==> config.mk <==
export PLATFORM = sky130hd
export DESIGN_NAME = en_sleep_seq
export DESIGN_NICKNAME = d
export VERILOG_FILES = /design/src/rtl/ess_pkg.sv /design/src/rtl/ess_timer.sv /design/src/rtl/ess_fsm.sv /design/src/rtl/ess_arbiter.sv /design/src/rtl/en_sleep_seq.sv
export SDC_FILE = /design/constraint.sdc
export NUM_CORES = 1
export LEC_CHECK = 0
export BUFFER_PORTS_ARGS = -buffer_cell sky130_fd_sc_hd__buf_2
export CAP_MARGIN = 40
export CORE_AREA = 3 3 49 51
export CTS_CLUSTER_DIAMETER = 40
export CTS_CLUSTER_SIZE = 20
export DETAILED_ROUTE_END_ITERATION = 10
export DIE_AREA = 0 0 52 54
export GPL_TIMING_DRIVEN = 0
export PLACE_DENSITY = 0.73
export SYNTH_ARGS = -nofsm -noshare
export SYNTH_HDL_FRONTEND = slang
export SYNTH_SLANG_ARGS = --single-unit
export TNS_END_PERCENT = 100
==> constraint.sdc <==
create_clock -name clk -period 2.28 [get_ports clk]
set_input_delay 0.228 -clock clk [delete_from_list [all_inputs] [get_ports clk]]
set_output_delay 0.228 -clock clk [all_outputs]
set_load 0.02 [all_outputs]
==> src/rtl/ess_pkg.sv <==
package ess_pkg;

    // Gate mode code seen at the port
    typedef enum logic [1:0] {
        GM_FOLLOW    = 2'b00,
        GM_ACTIVE_PD = 2'b01,
        GM_SEMI_PD   = 2'b10
    } gate_mode_e;

    typedef enum logic [2:0] {
        ST_SLEEP,
        ST_POWERUP,
        ST_ACTIVE,
        ST_DEGLITCH,
        ST_PULLDOWN
    } seq_state_e;

    // Shutoff request bundle from the pins
    typedef struct packed {
        logic rstn;
        logic drv_off;
        logic err;
    } shutoff_req_t;

    // Arbitration result
    typedef struct packed {
        gate_mode_e mode;
        logic       logic_rst;
    } shutoff_res_t;

    function automatic int unsigned max3(input int unsigned a, input int unsigned b,
                                         input int unsigned c);
        int unsigned m;
        m = (a > b) ? a : b;
        return (m > c) ? m : c;
    endfunction

    function automatic logic is_timed(input seq_state_e st);
        return (st == ST_POWERUP) || (st == ST_DEGLITCH) || (st == ST_PULLDOWN);
    endfunction

    function automatic logic is_awake(input seq_state_e st);
        return (st == ST_ACTIVE) || (st == ST_DEGLITCH);
    endfunction

    // Priority: reset pin, then driver-off, then error, then normal inputs
    function automatic shutoff_res_t resolve(input seq_state_e st, input shutoff_req_t rq);
        shutoff_res_t r;
        case (st)
            ST_SLEEP, ST_POWERUP: begin
                r.mode      = GM_SEMI_PD;
                r.logic_rst = 1'b1;
            end
            ST_PULLDOWN: begin
                r.mode      = GM_ACTIVE_PD;
                r.logic_rst = ~rq.rstn;
            end
            default: begin
                if (!rq.rstn) begin
                    r.mode      = GM_ACTIVE_PD;
                    r.logic_rst = 1'b1;
                end else if (rq.drv_off || rq.err) begin
                    r.mode      = GM_ACTIVE_PD;
                    r.logic_rst = 1'b0;
                end else begin
                    r.mode      = GM_FOLLOW;
                    r.logic_rst = 1'b0;
                end
            end
        endcase
        return r;
    endfunction

endpackage

==> src/rtl/ess_timer.sv <==
module ess_timer #(
    parameter int unsigned CW = 12
) (
    input  logic          clk,
    input  logic          rst,
    input  logic          clr,
    input  logic          run,
    input  logic          tick,
    input  logic [CW-1:0] limit,
    output logic          done
);
    logic [CW-1:0] cnt_q;

    always_ff @(posedge clk) begin
        if (rst || clr) begin
            cnt_q <= '0;
        end else if (run && tick) begin
            cnt_q <= cnt_q + 1'b1;
        end
    end

    // The tick that completes the interval
    assign done = run && tick && (cnt_q == (limit - 1'b1));

endmodule

==> src/rtl/ess_fsm.sv <==
module ess_fsm
    import ess_pkg::*;
#(
    parameter int unsigned CW          = 12,
    parameter int unsigned DEGLITCH_US = 6,
    parameter int unsigned PULLDOWN_US = 28,
    parameter int unsigned POWERUP_US  = 3000
) (
    input  logic          clk,
    input  logic          rst,
    input  logic          en_pin,
    input  logic          done,
    output seq_state_e    state,
    output logic [CW-1:0] limit,
    output logic          run,
    output logic          clr,
    output logic          reg_clr
);
    seq_state_e state_q, state_d;
    logic       reg_clr_q;

    always_comb begin
        state_d = state_q;
        unique case (state_q)
            ST_SLEEP:    if (en_pin) state_d = ST_POWERUP;
            ST_POWERUP:  if (!en_pin) state_d = ST_SLEEP;
                         else if (done) state_d = ST_ACTIVE;
            ST_ACTIVE:   if (!en_pin) state_d = ST_DEGLITCH;
            ST_DEGLITCH: if (en_pin) state_d = ST_ACTIVE;
                         else if (done) state_d = ST_PULLDOWN;
            ST_PULLDOWN: if (en_pin) state_d = ST_ACTIVE;
                         else if (done) state_d = ST_SLEEP;
            default:     state_d = ST_SLEEP;
        endcase
    end

    always_comb begin
        unique case (state_q)
            ST_POWERUP:  limit = CW'(POWERUP_US);
            ST_DEGLITCH: limit = CW'(DEGLITCH_US);
            ST_PULLDOWN: limit = CW'(PULLDOWN_US);
            default:     limit = CW'(1);
        endcase
    end

    always_ff @(posedge clk) begin
        if (rst) begin
            state_q   <= ST_SLEEP;
            reg_clr_q <= 1'b0;
        end else begin
            state_q   <= state_d;
            reg_clr_q <= (state_q == ST_PULLDOWN) && (state_d == ST_SLEEP);
        end
    end

    assign state   = state_q;
    assign run     = is_timed(state_q);
    assign clr     = (state_d != state_q);
    assign reg_clr = reg_clr_q;

endmodule

==> src/rtl/ess_arbiter.sv <==
module ess_arbiter
    import ess_pkg::*;
#(
    parameter int unsigned NGATE = 6
) (
    input  seq_state_e       state,
    input  logic             rstn_pin,
    input  logic             drv_off,
    input  logic             err_any,
    input  logic [NGATE-1:0] gate_cmd,
    output gate_mode_e       mode,
    output logic             logic_rst,
    output logic [NGATE-1:0] gate_out
);
    shutoff_req_t req;
    shutoff_res_t res;
    logic         pass;

    always_comb begin
        req.rstn    = rstn_pin;
        req.drv_off = drv_off;
        req.err     = err_any;
        res         = resolve(state, req);
    end

    assign mode      = res.mode;
    assign logic_rst = res.logic_rst;
    assign pass      = (res.mode == GM_FOLLOW);

    for (genvar g = 0; g < NGATE; g++) begin : g_gate
        assign gate_out[g] = pass & gate_cmd[g];
    end

endmodule

==> src/rtl/en_sleep_seq.sv <==
module en_sleep_seq
    import ess_pkg::*;
#(
    parameter int unsigned NGATE       = 6,
    parameter int unsigned DEGLITCH_US = 6,
    parameter int unsigned PULLDOWN_US = 28,
    parameter int unsigned POWERUP_US  = 3000
) (
    input  logic             clk,
    input  logic             rst,
    input  logic             tick_us,
    input  logic             en_pin,
    input  logic             rstn_pin,
    input  logic             drv_off,
    input  logic             err_any,
    input  logic [NGATE-1:0] gate_cmd,
    output logic [1:0]       gate_mode,
    output logic [NGATE-1:0] gate_out,
    output logic             supply_en,
    output logic             logic_rst,
    output logic             reg_clr,
    output logic             active_ready
);
    localparam int unsigned MAXLIM = max3(DEGLITCH_US, PULLDOWN_US, POWERUP_US);
    localparam int unsigned CW     = $clog2(MAXLIM + 1);

    seq_state_e    state;
    logic [CW-1:0] limit;
    logic          run, clr, done;
    gate_mode_e    mode;

    ess_timer #(.CW(CW)) u_timer (
        .clk   (clk),
        .rst   (rst),
        .clr   (clr),
        .run   (run),
        .tick  (tick_us),
        .limit (limit),
        .done  (done)
    );

    ess_fsm #(
        .CW          (CW),
        .DEGLITCH_US (DEGLITCH_US),
        .PULLDOWN_US (PULLDOWN_US),
        .POWERUP_US  (POWERUP_US)
    ) u_fsm (
        .clk     (clk),
        .rst     (rst),
        .en_pin  (en_pin),
        .done    (done),
        .state   (state),
        .limit   (limit),
        .run     (run),
        .clr     (clr),
        .reg_clr (reg_clr)
    );

    ess_arbiter #(.NGATE(NGATE)) u_arb (
        .state     (state),
        .rstn_pin  (rstn_pin),
        .drv_off   (drv_off),
        .err_any   (err_any),
        .gate_cmd  (gate_cmd),
        .mode      (mode),
        .logic_rst (logic_rst),
        .gate_out  (gate_out)
    );

    assign gate_mode    = mode;
    assign supply_en    = (state != ST_SLEEP);
    assign active_ready = is_awake(state);

endmodule

==> summary.md, run 1 <==
| Metric | Value |
|---|---|
| Outcome | completed |
| Starting density of the core | 50.4% |
| Peak supply drop | 0.000486 V |
| DP Area | 0.00115 sq mm |
| Clock sinks | 16 |
| Sequential Power Share | 53.8% |
| Gr usage total | 17.1% |
| Setup violations, final | 0 |
| Clk pin slew, worst setup/hold paths | 0.10 ns |
| Asr flop ratio synth | 0% |
| Clock Skew | 0.00466 ns |
| CP Class | reg2reg |
| Maximum fanout along the worst path | 10 |
| Ranking of synthesized cells by area | dfxtp_1, nor2_1, xor2_1 |
| Hold WS | 0.148 ns |
| Final worst path period share | 94.0% |
| CTS-repair resized insts | 0 |
| LEAKAGE | 0.505 nW |
| Sw Share | 23.5% |
| Post-synth EDFFs | 0 |
| Synth Register Bits | 16 |
| Antenna violations before repair | 0 |
| Fill count | 183 |
| Hold Path Class | in2reg |
| # port buffers | 23 |
| Fmax | 466 MHz |
| Die span in y | 54 um |
| Final critical-path required period | 2.14 ns |
| Clk root buf | clkbuf_4 |
| Synthesized area per cell | 8.32 sq um |
| Net Count, Synth | 134 |
| DRT Pass-1 Iters | 4 |
| Internal power | 402 uW |
| Slew margin rel. | 67.2% |
| ANT nets after route | 0 |
| GP Congestion | 0.799 |
| Startpoint types | flip-flop |
| Largest area contributor in the netlist | dfxtp_1 |
| Critical Path RT | 2.47 ns |
| Worst Max-Slew Pin Slew | 0.490 ns |
| Final setup TNS | 0 ns |
| Later-pin clock latency in the skew report | 0.29 ns |
| Residual DRC | 0 |
| Area Overhead vs Synth | 18.5% |
| Multi-input gate area | 636 sq um |
| Global route overflow | 0 |
| Max Root-Sink Buffers | 2 |
| YS warnings | 0 |
| Netlist cell types | 42 |
| Routed via count | 934 |
| Global-route wire length before repair | 3.62 mm |
| Most frequent cell after synthesis | nor2_1 |
| Post-synth top cells | nor2_1, dfxtp_1, xor2_1 |
| Nets | 162 |
| Sequential Area | 320 sq um |
| Yosys top cell area share | 32.1% |
| Core area | 0.00198 sq mm |
| Diode count | 0 |
| Max-slew violation count | 0 |
| Max Cap Violations | 0 |
| Die area | 0.00281 sq mm |
| Logic pwr share | 10.2% |
| Num CTS Buffers | 3 |
| Unrepaired setup endpoints after global routing | no |
| DPL Wire Length | 1.72 mm |
| CTS tree | done |
| Die W | 52 um |
| Worst Setup End Kind | flip-flop |
| Setup crit start | u_timer.cnt_q[8] |
| FP Rows | 16 |
| Register area share after synthesis | 32.1% |
| Vias in the first global route | 857 |
| Synthesized area | 998 sq um |
| Layout cells sized above 1 | 25.9% |
| Layout Cell Area excl Fill | 0.00118 sq mm |
| Total routed wirelength | 2.22 mm |
| Setup bufs post-CTS | 0 |
| Final hold vios | 0 |
| Primary FF master, synth | dfxtp_1 |
| PD cells | 445 mW/mm^2 |
| CP Data Arrival Time | 2.34 ns |
| Post-Synthesis Cells | 120 |
| Switch Pwr | 124 uW |
| # IOs | 25 |
| Clock network power share | 36.0% |
| Worst hold start | rst |
| Largest net degree at the start of global routing | 11 |
| RR Startpoint | u_timer.cnt_q[8] |
| Wire per inst | 12.8 um |
| DRT iter0 DRCs | 4 |
| Post-DR vias/cell | 5.37 |
| H-tree levels | 1 |
| Post-CTS Hold Buffers | 0 |
[metrics by stage]
step / instances / setup slack, ns / utilization, % / total power, mW
3_5_place_dp: 170 / 0.152 / 57.9 / 0.343
3_3_place_gp: 170 / 0.168 / 57.9 / 0.341
4_1_cts: 174 / 0.131 / 59.7 / 0.527
6_report: 174 / 0.136 / 59.7 / 0.526
5_1_grt: 174 / 0.0613 / 59.7 / 0.542
2_1_floorplan: 120 / 0.281 / - / 0.325
[registers in the layout (all words and copies together), names as in the netlist]
register	count
u_fsm.state	3
u_timer.cnt_q	12
u_fsm.reg_clr	1
[worst paths after layout]
kind                                          end  slack (ns)  cells past startpoint
worst max-delay path             u_timer.cnt_q[3]        0.14                      6
worst min-delay path               u_fsm.state[1]        0.15                      2
worst max register to register   u_timer.cnt_q[3]        0.14                      6
worst min register to register  u_timer.cnt_q[11]        0.55                      2
[cell families after synthesis]
family                   count (synthesis)  synth area share (%)
adder cells (fa/ha/maj)                  1                  1.25
buffers and inverters                    7                  4.26
flip-flops                              16                  32.1
AND/OR/NAND/NOR                         59                  30.8
XOR/XNOR                                14                  12.3
multiplexers                             3                  3.01
AO/OA/AOI/OAI                           20                  16.3
[worst max-delay path, stage by stage (launching register included)]
cell      delay (ns)
dfxtp_1         0.36
or4_1           0.52
a211o_1         0.27
a22o_2          0.29
o311ai_4        0.34
buf_6           0.19
nor2_1          0.06
[cells in the final DEF (no fill, tap or decap), types with 2 or more instances in the layout]
master	instances
buf_2	24
nor2_1	22
dfxtp_1	16
xor2_1	9
nand2_1	7
and2_1	6
a21oi_1	5
nand4_1	5
xnor2_1	5
nand3_1	4
o21ai_0	3
mux2i_1	3
clkbuf_4	3
buf_4	2
inv_1	2
a211o_1	2
nor3_1	2
[routing by layer]
metal | track usage, % | part of all wire, % | vias to the layer above
met5 | 0 | 0 | -
met4 | 2.62 | 0 | 0
met3 | 5.82 | 4.0 | 0
met2 | 29.3 | 53 | 12
met1 | 21.1 | 43 | 445
li1 | - | - | 477
[layout make-up]
type / count / area share [%]
Inverter: 2 / 0.634
Buffer: 5 / 2.96
Clock buffer: 4 / 3.07
Timing Repair Buffer: 23 / 9.73
Sequential cell: 16 / 27.1
Tap cell: 27 / 2.85
Multi-Input combinational cell: 97 / 53.7
[power by group through the flow]
stage	Combinational (mW)	Clock (mW)	Sequential, mW
5_1_grt	0.0594	0.199	0.283
4_1_cts	0.0537	0.191	0.283
3_5_place_dp	0.0534	0	0.289
2_1_floorplan	0.0364	0	0.289
3_3_place_gp	0.0520	0	0.289
6_report	0.0538	0.189	0.283
No activity file was read; power rests on OpenSTA's default activity.
==> run 2, diff against run 1 <==
- CORE_AREA: 3 3 49 51 -> 3 3 51 53
- DIE_AREA: 0 0 52 54 -> 0 0 54 56
- PLACE_DENSITY: 0.73 -> 0.71
- clock period: 2.28 -> 1.9 ns (I/O delays scaled with it)
==> run 2 against run 1 <==
Worst setup slack worse by 0.23 ns. Core utilization down 1.1 points. Largest power group unchanged. Highest routed layer unchanged. Die area up 7.7%. Sequential cell count unchanged. Combinational power up 39%. First-iteration DRC count rose to 3.0 times the previous value. Worst hold slack worse by 0.042 ns. Non-clock buffer count up 7. The run now ends with setup timing left.
==> summary.md, run 2 (synthesis results as in run 1) <==
| Metric | Value |
|---|---|
| R2R depth | 6 |
| DRT iter0 DRCs | 12 |
| Clock sinks | 16 |
| # IOs | 25 |
| Num CTS Buffers | 3 |
| WHS Endpoint | u_fsm.state[1] |
| CP Class | reg2reg |
| Final critical-path required period | 1.99 ns |
| Gr usage total | 17.2% |
| Peak supply drop | 0.000367 V |
| Max-slew violation count | 0 |
| Total routed wirelength | 2.33 mm |
| Slowest cell delay on critical path | 0.51 ns |
| Most common cell after layout, fill and taps aside | buf_2 |
| R2R setup slack | -0.09 ns |
| Die span in y | 56 um |
| Post-CTS Hold Buffers | 0 |
| Place WS | -0.164 ns |
| Clock Skew | 0.00636 ns |
| CP Data Arrival Time | 2.18 ns |
| Buf/Inv on CP | 1 |
| RR Startpoint | u_timer.cnt_q[11] |
| Residual DRC | 0 |
| Worst r2r dst | u_timer.cnt_q[4] |
| Hold path cells | 2 |
| Final worst path period share | 105% |
| GR Util met1 | 21.2% |
| Clk pin slew, worst setup/hold paths | 0.10 ns |
| Outcome | finished with violations |
| Fin worst setup slack | -0.0912 ns |
| Global route overflow | 0 |
| Diode count | 0 |
| Die area | 0.00302 sq mm |
| DP Area | 0.00116 sq mm |
| PD cells | 499 mW/mm^2 |
| Startpoint types | flip-flop |
| Setup violations, final | 14 |
| Post-DR vias/cell | 5.25 |
| Global-route wire length before repair | 4.01 mm |
| Layout cells sized above 1 | 37.0% |
| FP Rows | 17 |
| Maximum fanout along the worst path | 5 |
| Worst Setup End Kind | flip-flop |
| Routed via count | 955 |
| # port buffers | 23 |
| Nets | 169 |
| Final hold vios | 0 |
| GP Congestion | 0.843 |
| DRT Pass-1 Iters | 4 |
| Most used routing layer | met2 |
| Starting density of the core | 45.6% |
| Reg with most FFs | u_timer.cnt_q |
| DPL Wire Length | 1.68 mm |
| Vias in the first global route | 885 |
| Largest net degree at the start of global routing | 11 |
| Unrepaired setup endpoints after global routing | yes |
| ANT nets after route | 0 |
| Max Root-Sink Buffers | 2 |
| Max reg flops | 12 |
| Crit. path cell count | 6 |
| Clk root buf | clkbuf_4 |
| Wire per inst | 12.8 um |
| Core area | 0.00219 sq mm |
| CTS tree | done |
| Hold Path Class | in2reg |
| Later-pin clock latency in the skew report | 0.29 ns |
| Critical path, cell by cell | or4_1, a211o_1, a22o_4, o311ai_4, buf_6, nor2_1 |
| Max Cap Violations | 0 |
| Failing checks | setup timing |
| Delay-heaviest family, CP | compound AO/OA/AOI/OAI gates |
| Die W | 54 um |
| Critical Path RT | 2.09 ns |
| CP max stage cell | or4_1 |
| GR Util met3 | 5.63% |
| Fmax | 502 MHz |
| Most frequent cells in the layout | buf_2, nor2_1, dfxtp_1 |
| Layout Cell Area excl Fill | 0.00128 sq mm |
| Worst hold start | rst |
| Area Overhead vs Synth | 28.6% |
| H-tree levels | 1 |
| Routing usage on met2 | 29.2% |
| LEAKAGE | 0.549 nW |
| Antenna violations before repair | 0 |
| Slew margin rel. | 64.4% |
| Worst Max-Slew Pin Slew | 0.531 ns |
[run 2: changes by cell type in the layout (fill, tap and decap cells not counted), moves of 4 or more]
cell | previous run | this run
buf_4 | 2 | 8
dfxtp_1 | 16 | 12
dfxtp_2 | 0 | 4
nor2_1 | 22 | 16
nor2_2 | 0 | 6
[run 2: stage by stage]
step / total power [mW] / cells / utilization, % / hold slack [ns] / setup TNS (ns)
floorplan: 0.392 / 120 / - / 0.255 / 0
global placement: 0.412 / 171 / 52.8 / 0.412 / -1.25
detailed placement: 0.413 / 171 / 52.8 / 0.413 / -1.74
CTS: 0.649 / 179 / 56.8 / 0.0854 / -0.940
global route: 0.672 / 182 / 58.6 / 0.102 / -1.81
finish: 0.640 / 182 / 58.6 / 0.106 / -1.05
[run 2: routing by layer]
metal  vias up  wire length (um)
met5         -                 0
met4         0                 0
met3         0                72
met2        12              1250
met1       448              1000
li1        495                 -
[run 2: cell type report]
cell class | instances | area, sq um
Buffer | 5 | 36.3
Clock buffer | 4 | 36.3
Fill cell | 211 | 907
Inverter | 2 | 7.51
Multi-Input combinational cell | 97 | 672
Sequential cell | 16 | 325
Tap cell | 28 | 35.0
Timing Repair Buffer | 30 | 171
[run 2: worst max path at each step]
stage	from	end	slack, ns
after floorplan	u_timer.cnt_q[11]	u_timer.cnt_q[10]	0.008
after global placement	u_fsm.state[2]	u_timer.cnt_q[0]	-0.12
after detailed placement	u_fsm.state[2]	u_timer.cnt_q[1]	-0.16
after CTS	u_timer.cnt_q[11]	u_timer.cnt_q[8]	-0.09
after global routing	u_timer.cnt_q[11]	u_timer.cnt_q[10]	-0.14
final	u_timer.cnt_q[11]	u_timer.cnt_q[4]	-0.09
[run 2: timing repair]
action | CTS | global route
resized for setup | 8 | 7
pin swaps | 8 | 5
setup endpoints to repair | 15 | 21
gates cloned | 1 | 0
buffers inserted | 3 | 3
[run 2: where the power goes]
part           internal [mW]  switching [mW]  leakage, nW
Sequential             0.337         0.00295        0.131
Combinational         0.0363          0.0384        0.397
Clock                  0.117           0.109       0.0210
==> run 3, diff against run 2 <==
- ABC_AREA: not set -> 1
- CORE_AREA: 3 3 51 53 -> 3 3 61 63
- DIE_AREA: 0 0 54 56 -> 0 0 64 66
- PLACE_DENSITY: 0.71 -> 0.74
- SYNTH_HIERARCHICAL: not set -> 1
==> run 3 against run 2 <==
The run still ends with setup timing left. Largest cell class unchanged. Worst hold slack better by 0.025 ns. First-iteration DRC count grew to 9.8 times the previous value. Non-clock buffer count up 32. Critical path depth up 17. Register-to-register slack got worse by 0.73 ns. Die area is 40% higher. Core utilization up 13 points.
==> summary.md, run 3 <==
| Metric | Value |
|---|---|
| Nets | 360 |
| Area Overhead vs Synth | 43.3% |
| # IOs | 25 |
| Num CTS Buffers | 3 |
| H-tree levels | 1 |
| Sw Share | 32.7% |
| Sequential Power Share | 40.1% |
| Fmax | 368 MHz |
| Post-DR vias/cell | 4.86 |
| DP Cell Count | 353 |
| Clock sinks | 16 |
| Routing usage on met2 | 36.8% |
| Max reg flops | 12 |
| Synthesized area | 0.00163 sq mm |
| Hold Path Class | in2reg |
| Synthesized area per cell | 5.79 sq um |
| Hold path cells | 2 |
| Max-slew violation count | 0 |
| Post-Synthesis Cells | 282 |
| YS warnings | 6 |
| Register area share after synthesis | 19.6% |
| Ranking of synthesized cells by area | dfxtp_1, nand2_1, inv_1 |
| Max Cap Violations | 0 |
| # port buffers | 24 |
| Worst Setup End Kind | flip-flop |
| Die span in y | 66 um |
| Antenna violations before repair | 0 |
| Starting density of the core | 49.7% |
| Layout cells sized above 1 | 39.0% |
| Most common cell after layout, fill and taps aside | nand2_1 |
| Synth Register Bits | 16 |
| Clock network power share | 28.7% |
| Global route overflow | 0 |
| Global-route wire length before repair | 6.89 mm |
| Core area | 0.00328 sq mm |
| GR Util met1 | 23.6% |
| Largest net degree at the start of global routing | 10 |
| Die W | 64 um |
| Final worst path period share | 143% |
| DRT Pass-1 Iters | 4 |
| Logic pwr share | 31.2% |
| Setup violations, final | 16 |
| CTS tree | done |
| Gr usage total | 20.0% |
| Final hold vios | 0 |
| Outcome | finished with violations |
| Netlist cell types | 35 |
| Yosys top cell area share | 19.6% |
| Die area | 0.00422 sq mm |
| Vias in the first global route | 1645 |
| CP Data Arrival Time | 2.92 ns |
| FP Rows | 21 |
| Failing checks | setup timing |
| Final critical-path required period | 2.72 ns |
| LEAKAGE | 1.12 nW |
| Clk root buf | clkbuf_4 |
| Maximum fanout along the worst path | 6 |
| ANT nets after route | 0 |
| Most frequent cell after synthesis | nand2_1 |
| Asr flop ratio synth | 0% |
| Critical Path RT | 2.11 ns |
| Most frequent cells in the layout | nand2_1, inv_1, nor2_1 |
| Clk pin slew, worst setup/hold paths | 0.11 ns |
| Total routed wirelength | 4.40 mm |
| DPL Wire Length | 2.64 mm |
| Fin cells | 390 |
| Later-pin clock latency in the skew report | 0.29 ns |
| Post-synth EDFFs | 0 |
| Most used routing layer | met2 |
| Post-synth top cells | nand2_1, inv_1, nor2_1 |
| Internal power | 572 uW |
| CP Class | reg2reg |
| DRT iter0 DRCs | 117 |
| Hold WS | 0.131 ns |
| Fin worst setup slack | -0.818 ns |
| PD cells | 363 mW/mm^2 |
| Clock Skew | 0.00389 ns |
| Post-CTS Hold Buffers | 0 |
| Largest area contributor in the netlist | dfxtp_1 |
| GR Util met3 | 2.38% |
| Routed via count | 1894 |
| Startpoint types | flip-flop |
| Unrepaired setup endpoints after global routing | yes |
| R2R depth | 23 |
| Switch Pwr | 277 uW |
| Max Root-Sink Buffers | 2 |
| Reg with most FFs | u_timer/cnt_q |
| Residual DRC | 0 |
| Wire per inst | 11.3 um |
| Primary FF master, synth | dfxtp_1 |
| Peak supply drop | 0.000286 V |
| GP Congestion | 0.835 |
| Diode count | 0 |
-- run 3: power by group through the flow --
stage,combinational (mW),sequential (mW),clock [mW]
floorplan,0.153,0.348,0
global placement,0.191,0.349,0
detailed placement,0.194,0.349,0
CTS,0.236,0.339,0.246
global route,0.294,0.342,0.272
finish,0.265,0.341,0.244
-- run 3: what timing repair did --
item                                    CTS  global route
endpoints found under the setup margin   16            16
cloned                                    0             1
gates resized for setup                  17            21
setup buffers                            24            10
pin swaps                                22            21
-- run 3: routing by layer --
metal / vias up / wire, um / part of all wire [%]
met2: 53 / 2240 / 51
li1: 973 / - / -
met1: 858 / 1830 / 42
met4: 0 / 87 / 2.0
met3: 10 / 236 / 5.4
met5: - / 0 / 0
-- run 3: stage by stage --
step | instance area, sq um | power (mW) | worst slack [ns] | utilization [%] | setup TNS, ns
floorplan | 1710 | 0.501 | -0.509 | - | -6.78
global placement | 1890 | 0.540 | -0.874 | 57.6 | -11.67
detailed placement | 1890 | 0.543 | -0.885 | 57.6 | -11.86
CTS | 2170 | 0.821 | -0.781 | 65.9 | -11.22
global route | 2340 | 0.908 | -1.05 | 71.2 | -15.98
finish | 2340 | 0.850 | -0.818 | 71.2 | -12.39
-- run 3: kinds of logic (layout without fill, tap and decap cells) --
logic type,count (synthesis),after routing,synth area share [%]
other cells,1,2,0.230
xor+xnor,6,6,3.22
buf+inv,59,120,16.6
compound gates,19,19,6.29
flops,16,16,19.6
simple gates,179,179,52.5
fa+ha+maj,2,2,1.53
-- run 3: worst paths after layout --
check	start	to	slack [ns]
worst max-delay path	u_fsm/state[2]	u_timer/cnt_q[0]	-0.82
worst min-delay path	rst	u_fsm/state[2]	0.13
worst max register to register	u_fsm/state[2]	u_timer/cnt_q[0]	-0.82
worst min register to register	u_timer/cnt_q[10]	u_timer/cnt_q[10]	0.49
-- run 3: worst max-delay path, stage by stage (launching register included) --
cell and delay [ns]:
dfxtp_4 0.38, buf_12 0.14, nor3_4 0.21, buf_6 0.16, buf_6 0.10, inv_1 0.05
nand2_2 0.10, buf_4 0.13, o21bai_4 0.05, nand2_1 0.06, nand2_1 0.05, nor2_1 0.12
nand2_2 0.08, nor2_4 0.14, inv_2 0.07, buf_4 0.14, nand4_1 0.09, nand2_1 0.08
nand3_2 0.11, nor2_4 0.05, buf_6 0.13, buf_6 0.11, nand2_2 0.04, nor2_1 0.03
-- run 3: cell type report --
cell class,instances,area (sq um)
timing repair buffer,59,413
sequential,16,332
fill,272,946
buffer,8,80.1
multi-input combinational,208,1230
tap,46,57.6
clock buffer,4,36.3
inverter,49,194
